## config.mk

```make
export PLATFORM = sky130hd
export DESIGN_NAME = dual_clk_divider
export DESIGN_NICKNAME = d
export VERILOG_FILES = /design/src/rtl/clkdiv_pkg.sv /design/src/rtl/clkdiv_counter.sv /design/src/rtl/clkdiv_channel.sv /design/src/rtl/dual_clk_divider.sv
export SDC_FILE = /design/constraint.sdc
export NUM_CORES = 1
export LEC_CHECK = 0
export ABC_AREA = 1
export BUFFER_PORTS_ARGS = -buffer_cell sky130_fd_sc_hd__buf_2
export CELL_PAD_IN_SITES_DETAIL_PLACEMENT = 0
export CELL_PAD_IN_SITES_GLOBAL_PLACEMENT = 1
export CORE_AREA = 3 3 40 42
export DETAILED_ROUTE_END_ITERATION = 10
export DIE_AREA = 0 0 43 45
export PLACE_DENSITY_LB_ADDON = 0.1
export SYNTH_ARGS = -nofsm -noshare
export SYNTH_HDL_FRONTEND = slang
export SYNTH_SLANG_ARGS = --single-unit
```

## constraint.sdc

```tcl
create_clock -name clk_i -period 2.3 [get_ports clk_i]
set_input_delay 0.345 -clock clk_i [delete_from_list [all_inputs] [get_ports clk_i]]
set_output_delay 0.345 -clock clk_i [all_outputs]
set_load 0.01 [all_outputs]
```

## src/rtl/clkdiv_pkg.sv

```systemverilog
package clkdiv_pkg;

  localparam int unsigned DEF_CNT_W = 4;
  localparam int unsigned DEF_SEL_W = 2;

  // exponent of the division ratio selected by a code on a channel with base b
  function automatic int unsigned ratio_exp(input int unsigned code, input int unsigned base);
    return code + base;
  endfunction

endpackage

```

## src/rtl/clkdiv_counter.sv

```systemverilog
module clkdiv_counter #(
  parameter int unsigned CNT_W = clkdiv_pkg::DEF_CNT_W
) (
  input  logic             clk_i,
  input  logic             rst_i,
  output logic [CNT_W-1:0] cnt_o,
  output logic             wrap_o,
  output logic             zero_o
);

  localparam logic [CNT_W-1:0] CNT_MAX = {CNT_W{1'b1}};

  logic [CNT_W-1:0] cnt_q;

  // reset parks the counter at its top value so every inverted tap is low
  always_ff @(posedge clk_i) begin
    if (rst_i) cnt_q <= CNT_MAX;
    else       cnt_q <= cnt_q + 1'b1;
  end

  assign cnt_o  = cnt_q;
  assign wrap_o = (cnt_q == CNT_MAX);
  assign zero_o = (cnt_q == '0);

endmodule

```

## src/rtl/clkdiv_channel.sv

```systemverilog
module clkdiv_channel #(
  parameter int unsigned CNT_W = clkdiv_pkg::DEF_CNT_W,
  parameter int unsigned SEL_W = clkdiv_pkg::DEF_SEL_W,
  parameter int unsigned BASE  = 0
) (
  input  logic             clk_i,
  input  logic             rst_i,
  input  logic             en_i,
  input  logic [SEL_W-1:0] sel_i,
  input  logic [CNT_W-1:0] cnt_i,
  input  logic             wrap_i,
  input  logic             zero_i,
  output logic             clk_o
);

  localparam int unsigned N_CODES = 1 << SEL_W;

  logic [SEL_W-1:0]   sel_act_q;
  logic [N_CODES-1:0] tap_v;
  logic [N_CODES-1:0] pass_v;
  logic               raw;
  logic               pass_thru;
  logic               gate_q;

  // ratio code is adopted only at the frame boundary (or while in reset)
  always_ff @(posedge clk_i) begin
    if (rst_i || wrap_i) sel_act_q <= sel_i;
  end

  // one tap per code: the inverted counter bit rises when the low bits wrap
  for (genvar c = 0; c < N_CODES; c++) begin : g_tap
    localparam int unsigned EXP = clkdiv_pkg::ratio_exp(c, BASE);
    if (EXP == 0) begin : g_pass
      assign tap_v[c]  = 1'b0;
      assign pass_v[c] = 1'b1;
    end else begin : g_div
      assign tap_v[c]  = ~cnt_i[EXP-1];
      assign pass_v[c] = 1'b0;
    end
  end

  assign raw       = tap_v[sel_act_q];
  assign pass_thru = pass_v[sel_act_q];

  // enable captured on the falling edge, only while the output is low
  always_ff @(negedge clk_i) begin
    if (rst_i)                 gate_q <= 1'b0;
    else if (pass_thru || !raw) gate_q <= en_i;
  end

  assign clk_o = gate_q & (pass_thru ? clk_i : raw);

  // the gate of a divided output only moves while that output is low
  p_gate_moves_low_r6: assert property (@(posedge clk_i) disable iff (rst_i)
    (!$stable(gate_q) && !pass_thru) |-> !raw);

  // the active ratio only changes at the frame start
  p_sel_at_frame_r5: assert property (@(posedge clk_i) disable iff (rst_i)
    (!$stable(sel_act_q) && !$past(rst_i)) |-> zero_i);

endmodule

```

## src/rtl/dual_clk_divider.sv

```systemverilog
module dual_clk_divider #(
  parameter int unsigned CNT_W  = clkdiv_pkg::DEF_CNT_W,
  parameter int unsigned SEL_W  = clkdiv_pkg::DEF_SEL_W,
  parameter int unsigned BASE_A = 0,
  parameter int unsigned BASE_B = 1
) (
  input  logic             clk_i,
  input  logic             rst_i,
  input  logic             en_i,
  input  logic [SEL_W-1:0] sel_a_i,
  input  logic [SEL_W-1:0] sel_b_i,
  output logic             clk_a_o,
  output logic             clk_b_o
);

  localparam int unsigned MAX_EXP_A = BASE_A + (1 << SEL_W) - 1;
  localparam int unsigned MAX_EXP_B = BASE_B + (1 << SEL_W) - 1;

  initial begin
    if (MAX_EXP_A > CNT_W || MAX_EXP_B > CNT_W)
      $error("counter too narrow for the selected ratio range");
  end

  logic [CNT_W-1:0] cnt;
  logic             wrap;
  logic             zero;

  clkdiv_counter #(.CNT_W(CNT_W)) u_cnt (
    .clk_i  (clk_i),
    .rst_i  (rst_i),
    .cnt_o  (cnt),
    .wrap_o (wrap),
    .zero_o (zero)
  );

  clkdiv_channel #(.CNT_W(CNT_W), .SEL_W(SEL_W), .BASE(BASE_A)) u_cha (
    .clk_i  (clk_i),
    .rst_i  (rst_i),
    .en_i   (en_i),
    .sel_i  (sel_a_i),
    .cnt_i  (cnt),
    .wrap_i (wrap),
    .zero_i (zero),
    .clk_o  (clk_a_o)
  );

  clkdiv_channel #(.CNT_W(CNT_W), .SEL_W(SEL_W), .BASE(BASE_B)) u_chb (
    .clk_i  (clk_i),
    .rst_i  (rst_i),
    .en_i   (en_i),
    .sel_i  (sel_b_i),
    .cnt_i  (cnt),
    .wrap_i (wrap),
    .zero_i (zero),
    .clk_o  (clk_b_o)
  );

  // one cycle into reset both outputs are low
  p_reset_low_r3: assert property (@(posedge clk_i)
    rst_i |=> (!clk_a_o && !clk_b_o));

  // channel B rises only where the divide-by-2 tap rises
  p_b_rise_aligned_r4: assert property (@(posedge clk_i) disable iff (rst_i)
    $rose(clk_b_o) |-> $past(cnt[0]));

endmodule

```

==> results.tsv <==
stage	metric	value	unit
routing	drcViolationCount	0	
routing	vias	360	
status	failed_checks	setup timing	
finish	stdcell_area	559	um^2
logic_synthesis	syn_inst	47	
placement	detailed_place_hpwl	582	um
logic_synthesis	synth_area_per_cell	9.34	um^2
logic_synthesis	ys_ff_latch	10	
logic_synthesis	synth_top_family_by_area	simple AND/OR/NAND/NOR gates	
status	status	finished with violations	
logic_synthesis	yosysSeqAreaShare	54.7	%
critical_path	cp.required	1.96	ns
power	cellPowerDensity	920	nW/um^2
run	cap_viol_max_count	0	
critical_path	crit_type	flip-flop to output pin	
logic_synthesis	synth-edff-count	4	
cts	cts_hold_buffers	0	
cts	clk_latency	0.45	ns
die	rows	13	
logic_synthesis	syn-cell-area	439	um^2
placement	place_area	498	um^2
critical_path	critPathMaxFanout	2	
logic_synthesis	synthDistinctLibCells	14	
logic_synthesis	synth_xor_area_share	1.99	%
routing	firstDrtPassIters	4	
logic_synthesis	synth_top_area_share	27.4	%
die	coreArea	1280	um^2
grt	grt-ovfl-total	0	
placement	place_congestion	0.725	
finish	multi_input_comb_area	173	um^2
finish	regArea	241	um^2
timing	tightest_slew	0.182	ns
die	die_y	45	um
routing	final_antenna_net_count	0	
timing	hold_viol	0	
critical_path	start_kind	flip-flop	
routing	drt_iter0_markers	5	
placement	portBuffers	8	
logic_synthesis	yosysTopAreaCell	dfxtp_1	
power	cellLeakagePower	0.295	nW
die	die-area	1940	um^2
timing	setup_viol	4	
logic_synthesis	synth-adder-area-share	2.85	%
timing	maxSlewViolCount	0	
grt	first_global_vias	366	
logic_synthesis	synth.net_count	55	
cts	cts_tree	done	
timing	fin_worst_skew	0.0746	ns
logic_synthesis	yosys-top-cells-area	dfxtp_1 27%, edfxtp_1 27%, nand2_1 12%, nand3_2 9.1%, inv_1 6.0%	
routing	routedWlPerCell	10.1	um
timing	max_slew_margin	87.9	%
routing	via_per_inst	4.56	
logic_synthesis	synth_most_common_cell	nand2_1	
min_path	hold_class	primary input to flip-flop	
grt	grt_first_pass_wirelength	1480	um
finish	fill_cells	132	
cts	clk_pin_slew_worst_paths	0.07	ns
routing	wl	798	um
power	total_power	515	uW
critical_path	end_kind	output pin	
logic_synthesis	synth-simple-area-share	29.1	%
logic_synthesis	synth_common_cells	14 x nand2_1, 7 x inv_1, 6 x dfxtp_1	
finish	syn_to_final_growth	27.4	%
grt	grt_max_degree	7	
die	io_pins	9	
finish	diodes	0	
finish	nets	73	
critical_path	critical_path_arrival	2.20	ns
power	ir_drop	0.397	mV
grt	antenna_found_initial	0	
die	start_util	34.2	%
logic_synthesis	synth_compound_area_share	5.41	%
grt	grt_use_total	11.8	%
logic_synthesis	synthMuxAreaShare	0	%
timing	setup_slack	-0.245	ns
timing	holdWs	0.130	ns
logic_synthesis	synth-main-ff-cell	dfxtp_1	
die	die_x	43	um
timing	rsz0062_at_grt	yes	
finish	drive_above_1_share	35.9	%
logic_synthesis	yosys_warnings	0	
logic_synthesis	synthArstFlopShare	0	%
[worst paths after layout]
kind,cells past startpoint,end,slack [ns],startpoint
max,3,clk_a_o,-0.25,u_cha.gate_q
min,1,u_cha.sel_act_q[1],0.13,sel_a_i[1]
max reg2reg,6,u_chb.gate_q,0.18,u_chb.sel_act_q[0]
min reg2reg,1,u_cnt.cnt_o[0],0.46,u_cnt.cnt_o[0]
[routing by layer]
metal  vias up  global-route usage (%)  wire length [um]
li1        189                       -                 -
met1       153                    11.1               322
met2        14                    14.4               384
met3         4                    8.37                66
met4         0                    16.3                24
met5         -                       0                 0
[cell families after synthesis]
family | Yosys count
AO/OA/AOI/OAI | 4
XOR/XNOR | 1
adder cells (fa/ha/maj) | 1
buffers and inverters | 7
flip-flops | 10
AND/OR/NAND/NOR | 24
[cell usage in the layout, fill, tap and decap left out, drive strengths merged]
master and n:
a21oi 3, buf 9, clkbuf 6, dfxtp 6, edfxtp 4, ha 1, inv 9, nand2 14
nand3 7, nand3b 1, nand4 1, o21ai 1, or2 1, xnor2 1
[power by group]
part / total, mW / switching (mW) / internal [mW] / leakage (nW)
Combinational: 0.0652 / 0.0346 / 0.0306 / 0.149
Sequential: 0.227 / 0.0184 / 0.208 / 0.0904
Clock: 0.223 / 0.0945 / 0.128 / 0.0554
Total: 0.515 / 0.148 / 0.367 / 0.295
[registers in the layout, summed over array words and instances (netlist names)]
register and flops:
u_cha.gate_q 1, u_cnt.cnt_o 4, u_chb.gate_q 1, u_cha.sel_act_q 2, u_chb.sel_act_q 2
[cell type report]
cell class                 instances  area share, %
clock buffer                       7           8.95
timing repair buffer               8           7.61
multi-input combinational         30           30.9
inverter                           6           4.03
sequential                        10           43.2
tap                               15           3.36
clock inverter                     3           2.01
[critical path: stages, from the launching register on]
cell	delay (ns)
dfxtp_2	0.31
nand2_1	0.09
nand2_1	0.06
buf_2	0.13
[through the flow]
stage	std cells	worst slack (ns)	TNS, ns	util (%)
floorplan	47	0.295	0	-
global placement	70	0.245	0	38.8
detailed placement	70	0.220	0	38.8
CTS	79	-0.257	-0.438	43.5
global route	79	-0.316	-0.538	43.5
finish	79	-0.245	-0.408	43.5
[what timing repair did]
item	CTS	global route
setup buffers	1	0
resized for setup	1	0
pin swaps	3	0
setup endpoints to repair	4	4
Power figures use the tool's default switching activity.
